<file path="src/rtl/pfs_pkg.sv">
package pfs_pkg;
  typedef enum logic [1:0] {
    ST_RUN  = 2'd0,
    ST_FAIL = 2'd1,
    ST_HOLD = 2'd2,
    ST_OSCW = 2'd3
  } pfs_state_e;
endpackage

</file>
<file path="src/rtl/pfs_sync.sv">
module pfs_sync #(
  parameter int W      = 4,
  parameter int STAGES = 2
) (
  input  logic         clk,
  input  logic         rst_n,
  input  logic [W-1:0] d,
  output logic [W-1:0] q
);
  logic [STAGES-1:0][W-1:0] stage_q;

  for (genvar g = 0; g < STAGES; g++) begin : g_stage
    logic [W-1:0] stage_d;
    if (g == 0) begin : g_first
      assign stage_d = d;
    end else begin : g_next
      assign stage_d = stage_q[g-1];
    end
    always_ff @(posedge clk or negedge rst_n) begin
      if (!rst_n) stage_q[g] <= '0;
      else        stage_q[g] <= stage_d;
    end
  end

  assign q = stage_q[STAGES-1];
endmodule

</file>
<file path="src/rtl/pfs_rail.sv">
module pfs_rail (
  input  logic clk,
  input  logic rst_n,
  input  logic main_lt_fail,
  input  logic main_lt_bkp,
  input  logic fail_lt_bkp,
  output logic on_backup,
  output logic wr_block
);
  logic bk_d, bk_q, wb_d, wb_q;

  always_comb begin
    // the lower of the two thresholds decides the switchover point
    bk_d = fail_lt_bkp ? main_lt_fail : main_lt_bkp;
    wb_d = main_lt_fail;
  end

  always_ff @(posedge clk or negedge rst_n) begin
    if (!rst_n) begin
      bk_q <= 1'b0;
      wb_q <= 1'b1;
    end else begin
      bk_q <= bk_d;
      wb_q <= wb_d;
    end
  end

  assign on_backup = bk_q;
  assign wr_block  = wb_q;
endmodule

</file>
<file path="src/rtl/pfs_seq.sv">
module pfs_seq
  import pfs_pkg::*;
#(
  parameter int HOLD_CYCLES = 1000
) (
  input  logic clk,
  input  logic rst_n,
  input  logic pf,
  input  logic osc_stop,
  input  logic osc_ok,
  output logic rst_active
);
  localparam int CW = (HOLD_CYCLES > 2) ? $clog2(HOLD_CYCLES) : 1;
  localparam logic [CW-1:0] LAST = CW'(HOLD_CYCLES - 1);

  pfs_state_e st_d, st_q;
  logic [CW-1:0] cnt_d, cnt_q;
  logic stretch_d, stretch_q;

  always_comb begin
    st_d      = st_q;
    cnt_d     = cnt_q;
    stretch_d = stretch_q;
    case (st_q)
      ST_FAIL: begin
        stretch_d = stretch_q | osc_stop;
        if (!pf) begin
          st_d  = ST_HOLD;
          cnt_d = '0;
        end
      end
      ST_HOLD: begin
        if (cnt_q == LAST) st_d = stretch_q ? ST_OSCW : ST_RUN;
        else               cnt_d = cnt_q + 1'b1;
      end
      ST_OSCW: begin
        if (osc_ok) st_d = ST_RUN;
      end
      default: ;
    endcase
    if (pf && st_q != ST_FAIL) begin
      st_d      = ST_FAIL;
      stretch_d = osc_stop;
    end
  end

  always_ff @(posedge clk or negedge rst_n) begin
    if (!rst_n) begin
      st_q      <= ST_FAIL;
      cnt_q     <= '0;
      stretch_q <= 1'b0;
    end else begin
      st_q      <= st_d;
      cnt_q     <= cnt_d;
      stretch_q <= stretch_d;
    end
  end

  assign rst_active = (st_q != ST_RUN);
endmodule

</file>
<file path="src/rtl/pwr_fail_supervisor.sv">
module pwr_fail_supervisor #(
  parameter int HOLD_CYCLES = 1000,
  parameter int SYNC_STAGES = 2
) (
  input  logic clk,
  input  logic rst_n,
  input  logic main_lt_fail_i,
  input  logic main_lt_bkp_i,
  input  logic fail_lt_bkp_i,
  input  logic osc_stop_i,
  input  logic osc_stable_i,
  output logic sys_rst_o,
  output logic wr_block_o,
  output logic on_backup_o
);
  localparam int NSYNC = 4;

  logic [NSYNC-1:0] raw, synced;

  assign raw = {osc_stable_i, fail_lt_bkp_i, main_lt_bkp_i, main_lt_fail_i};

  pfs_sync #(.W(NSYNC), .STAGES(SYNC_STAGES)) u_sync (
    .clk   (clk),
    .rst_n (rst_n),
    .d     (raw),
    .q     (synced)
  );

  pfs_rail u_rail (
    .clk          (clk),
    .rst_n        (rst_n),
    .main_lt_fail (synced[0]),
    .main_lt_bkp  (synced[1]),
    .fail_lt_bkp  (synced[2]),
    .on_backup    (on_backup_o),
    .wr_block     (wr_block_o)
  );

  pfs_seq #(.HOLD_CYCLES(HOLD_CYCLES)) u_seq (
    .clk        (clk),
    .rst_n      (rst_n),
    .pf         (synced[0]),
    .osc_stop   (osc_stop_i),
    .osc_ok     (synced[3]),
    .rst_active (sys_rst_o)
  );
endmodule

</file>
<file path="config.mk">
export PLATFORM = sky130hd
export DESIGN_NAME = pwr_fail_supervisor
export DESIGN_NICKNAME = d
export VERILOG_FILES = /design/src/rtl/pfs_pkg.sv /design/src/rtl/pfs_sync.sv /design/src/rtl/pfs_rail.sv /design/src/rtl/pfs_seq.sv /design/src/rtl/pwr_fail_supervisor.sv
export SDC_FILE = /design/constraint.sdc
export NUM_CORES = 1
export LEC_CHECK = 0
export ABC_AREA = 1
export ABC_CLOCK_PERIOD_IN_PS = 3900
export BUFFER_PORTS_ARGS = -buffer_cell sky130_fd_sc_hd__buf_2
export CAP_MARGIN = 10
export CORE_MARGIN = 2
export CORE_UTILIZATION = 35
export DETAILED_ROUTE_END_ITERATION = 6
export REMOVE_ABC_BUFFERS = 1
export SLEW_MARGIN = 40
export SYNTH_ARGS = -nofsm -noshare
export SYNTH_HDL_FRONTEND = slang
export SYNTH_HIERARCHICAL = 1
export SYNTH_SLANG_ARGS = --single-unit
export TNS_END_PERCENT = 10
</file>
<file path="constraint.sdc">
create_clock -name clk -period 3.9 [get_ports clk]
set_input_delay 0.39 -clock clk [delete_from_list [all_inputs] [get_ports clk]]
set_output_delay 0.39 -clock clk [all_outputs]
set_load 0.005 [all_outputs]
</file>
Word level (Yosys, flattened, before mapping) --
Index checks and enable logic that the tools add are counted.
Operators by class: add/sub/neg operators 1, multipliers 0, divide/modulo/power cells 0, order comparisons 0, eq/ne operators 10, shift-type cells 0, mux-type cells 12, bitwise operators 1, reductions and logical operators 7
Operator list (number):
- 10-bit 2-to-1 mux | 2
- 10-bit case mux with 2 select lines | 1
- 10-bit by 1-bit adder with 10-bit output, second input constant | 1
- 10-bit == test, second input constant | 1
- 2-bit 2-to-1 mux | 5
- 3-bit by 2-bit != test with 1-bit output, second input constant | 2
- 2-bit case mux with 3 select lines | 1
- 2-bit nonzero test | 3
- 2-bit == test, second input constant | 2
- 2-bit != test, second input constant | 2
- 4-bit AND reduction | 1
- 4-bit nonzero test | 1
- 1-bit 2-to-1 mux | 3
- 3-bit by 1-bit != test with 1-bit output, second input constant | 1
- 3-bit AND reduction | 1
- 2-bit by 1-bit == test with 1-bit output, second input constant | 1
- 2-bit by 1-bit != test with 1-bit output, second input constant | 1
- 1-bit logical AND | 1
- 1-bit bitwise OR | 1
Storage, ports and cells: register bits after elaboration 23, latch bits 0, memory bits (writable) 0, memory bits (read-only) 0, input bits 7, output and inout bits 3, logic and storage cells 38, memories kept 0

Depth between registers and ports, before layout --
depth after elaboration 4, gate-level depth with buffers 9, mapped depth without buffers 9

Cells and area by module --
The synthesis kept the hierarchy.
By module, submodules not included:
- pfs_seq | times used 1, cells an instance 137, area each 875.8 µm², seq. area each 326.6 µm²
- pfs_sync | times used 1, cells an instance 8, area each 200.2 µm², seq. area each 200.2 µm²
- pfs_rail | times used 1, cells an instance 6, area each 66.3 µm², seq. area each 51.3 µm²

Worst setup path after synthesis --
OpenSTA, ideal clock, no wires.
path type register to register, from register u_seq.cnt_q[0], to register u_seq.cnt_q[9], setup time 122 ps, data arrival time 1224 ps, data required time 3778 ps, slack 2554 ps, cell stages (with the launch flop) 9, buffers on the path 1, clock period less this slack 1346 ps, cell sequence dfrtp_1 ha_1 nand2_2 inv_2 nand4_2 nand2_2 buf_6 nand3_1 o21ai_1
Between the ends: word-level cells in the longest chain between the ends 3, elaborated cells between the ends (all ways) 6, those cells by class add/sub: 1; eq/ne: 2; mux: 2; reduce/logical: 1
RTL lines:
- start: declaration | line pfs_seq.sv:17 | logic [CW-1:0] cnt_d, cnt_q;
- start signal: assignment | line pfs_seq.sv:54 | cnt_q <= cnt_d;
- 10-bit by 1-bit adder with 10-bit output / 10-bit == test (equally long branches) | line pfs_seq.sv:34, pfs_seq.sv:33
- 10-bit 2-to-1 mux / 2-bit != test (equally long branches)
- 10-bit case mux with 2 select lines / 3-bit AND reduction (equally long branches)
Several ways; a longest one is shown, not always the timed one. The select of a mux whose other input is x is not followed. A chain may end at the register's enable or synchronous reset.

Worst setup path after layout --
from register u_seq.cnt_q[0], to register u_seq.cnt_q[6]
Same word-level chain as after synthesis.

==> impl_results.md <==
- Final period util: 43.7%
- HPWL after DPL: 1670 um
- Diodes inserted: 0
- Htree depth: 1
- Iteration-0 DRC Markers: 32
- RSZ-0062 raised after global routing: false
- Total negative setup slack: 0 ps
- Synth warn: 6
- Synthesized flop and latch total: 23
- Largest net degree at the start of global routing: 24
- Clock Sinks: 23
- Most frequent cells in the layout: nand2_1, nand3_1, dfrtp_1, inv_1, nor2_1
- CTS tree: built
- Number of port buffers: 9
- CP Class: flip-flop to flip-flop
- Initial antenna violation count: 0
- Mean routed wirelength per cell: 10.7 um
- CP peak stage delay: 490 ps
- Mean Syn Cell Area: 7.57 um2
- GP Congestion: 0.916
- Crit path required time: 4100 ps
- Leakage power: 0.000641 uW
- Global route total overflow: 0
- Most frequent CP cell: nand2_1
- Hold buffer count at CTS: 0
- Worst path cell trace: ha_1 -> nand2_2 -> inv_2 -> nand4_2 -> nand2_2 -> nand2_1 -> nand2_1 -> nand2_1
- Grt met3 use: 2.73%
- Gr busiest metal: met2
- Resize count post-CTS: 0
- I/O Pins: 10
- Critical path's slowest cell: dfrtp_1
- GR Util met2: 23.9%
- Cell Pwr Density: 473 nW/um2
- Hold crit path type: primary input to async pin
- Setup WS post-layout: 2200 ps
- Total CTS buffers: 3
- Worst-Skew Late Latency: 300 ps
- Worst-path maximum fanout: 14
- Worst hold slack: 46.5 ps
- Die footprint: 3740 um2
- Worst IR Drop VDD: 164 uV
- Area share of the leading cell type in the synthesized netlist: 46.0%
- Fin. max-slew vios: 0
- Synth-to-Final Area Change: 9.64%
- Yosys cell types: 18
- First-pass GRT wire length: 3880 um
- CP endpoint kind: flip-flop
- Cell type with the largest total area after synthesis: dfrtp_1
- Cells after synthesis: 151
- Met1 Usage GRT: 17.4%
- Max Fclk: 0.587 GHz
- Final setup violation count: 0
- WL final: 2210 um
- Share of cells above drive strength 1: 12.3%
- Min Tclk post-route: 1700 ps
- Slew margin rel.: 65.7%
- Layout Skew: 4.21 ps
- Via count: 954
- Reg2Reg Setup Slack: 2200 ps
- Drt via density: 4.63
- Fill cell count: 332
- Final Hold Viols: 0
- Pre-antenna DRT Iters: 4
- Crit path DAT: 1910 ps
- Die Y: 61.1 um
- CTS max path bufs: 2
- Worst r2r path cells: 8
- Syn Std Cell Area: 1140 um2
- Root buffer cell: clkbuf_4
- Worst R2R End: u_seq/cnt_q[6]
- Max cap viols: 0
- Clock Pin Slew Worst Setup and Hold Paths: 120 ps
- Worst slack, placed: 2250 ps
- Sequential share of the synthesized area: 50.6%
- Die Wd: 61.1 um
- Startpoint types: flip-flop
- Largest cells by area after synthesis: dfrtp_1, nand2_1, nand3_1
- Fin nets: 171
- Antenna violation net count after detailed routing: 0
- Row cnt: 20
- Total GRT Usage: 14.1%
- Vias in the first global route: 930
- Core area: 3080 um2
- Worst Max-Slew Pin Slew: 514 ps
- Status: finished clean
- Setup repair bufs after CTS: 0
- Starting Density: 37.1%
- Commonest non-fill, non-tap cell in the layout: nand2_1
- FF-to-FF Start: u_seq/cnt_q[0]
- Remaining DRCs: 0
[cells by family (layout without fill, tap and decap cells)]
kind of cell               after synthesis  after routing  synth area share, %
adders and majority gates                1              1                 1.10
AOI/OAI and AO/OA                        7              7                 3.07
and+or+nand+nor                         98             98                 36.8
buffers and inverters                   21             32                 7.67
xor gates and xnor gates                 1              1                0.767
DFF                                     23             23                 50.6
[cell usage after synthesis]
cell,count
nand2_1,53
nand3_1,23
dfrtp_1,21
inv_1,17
nor2_1,17
o21ai_0,5
dfstp_2,2
inv_2,2
nand2_2,2
a21oi_1,1
buf_2,1
buf_6,1
ha_1,1
nand4_1,1
nand4_2,1
nor2_4,1
o21ai_1,1
xnor2_1,1
[metrics by stage]
step	power, uW	util, %	area, um2	instances
detailed placement	491	39.8	1230	202
finish	593	40.7	1250	206
global route	648	40.7	1250	206
global placement	485	39.8	1230	202
floorplan	438	-	1130	149
CTS	599	40.7	1250	206
[metal layers]
layer	wire [um]	vias up
met5	0	-
met1	1060	443
met4	15	0
li1	-	492
met2	1070	17
met3	73	2
[area by class of cell]
cell class / instances / area, um2 / share of cell area [%]
sequential: 23 / 578 / 46.2
clock buffer: 4 / 26.3 / 2.10
multi-input combinational: 107 / 477 / 38.1
inverter: 19 / 71.3 / 5.69
timing repair buffer: 9 / 45.0 / 3.60
tap: 44 / 55.1 / 4.40
[report_power, final]
part | switching [uW] | internal (uW)
sequential | 40.4 | 276
combinational | 116 | 54.4
clock | 66.7 | 39.8
total | 223 | 370
[how the worst max path moves through the flow]
stage | start | end | slack [ps] | depth (start not counted)
after floorplan | u_seq/cnt_q[0] | u_seq/cnt_q[5] | 2470 | 8
after global placement | u_seq/cnt_q[0] | u_seq/cnt_q[7] | 2330 | 8
after detailed placement | u_seq/cnt_q[0] | u_seq/cnt_q[6] | 2250 | 8
after CTS | u_seq/cnt_q[0] | u_seq/cnt_q[6] | 2230 | 8
after global routing | u_seq/cnt_q[0] | u_seq/cnt_q[6] | 2050 | 8
final | u_seq/cnt_q[0] | u_seq/cnt_q[6] | 2200 | 8
[state kept, by name (all words and copies together) (netlist names)]
name / flops
u_sync/q: 4
u_rail/on_backup: 1
u_seq/st_q: 2
u_seq/cnt_q: 10
u_rail/wr_block: 1
u_sync/g_stage.stage_d: 4
u_seq/stretch_q: 1
[worst max-delay path: cells and delay by family, from the launching register on]
family                     cells  cell delay (ps)
buffers and inverters          1               80
and+or+nand+nor                6              740
adders and majority gates      1              300
DFF                            1              490
(Power assumes the default switching activity.)
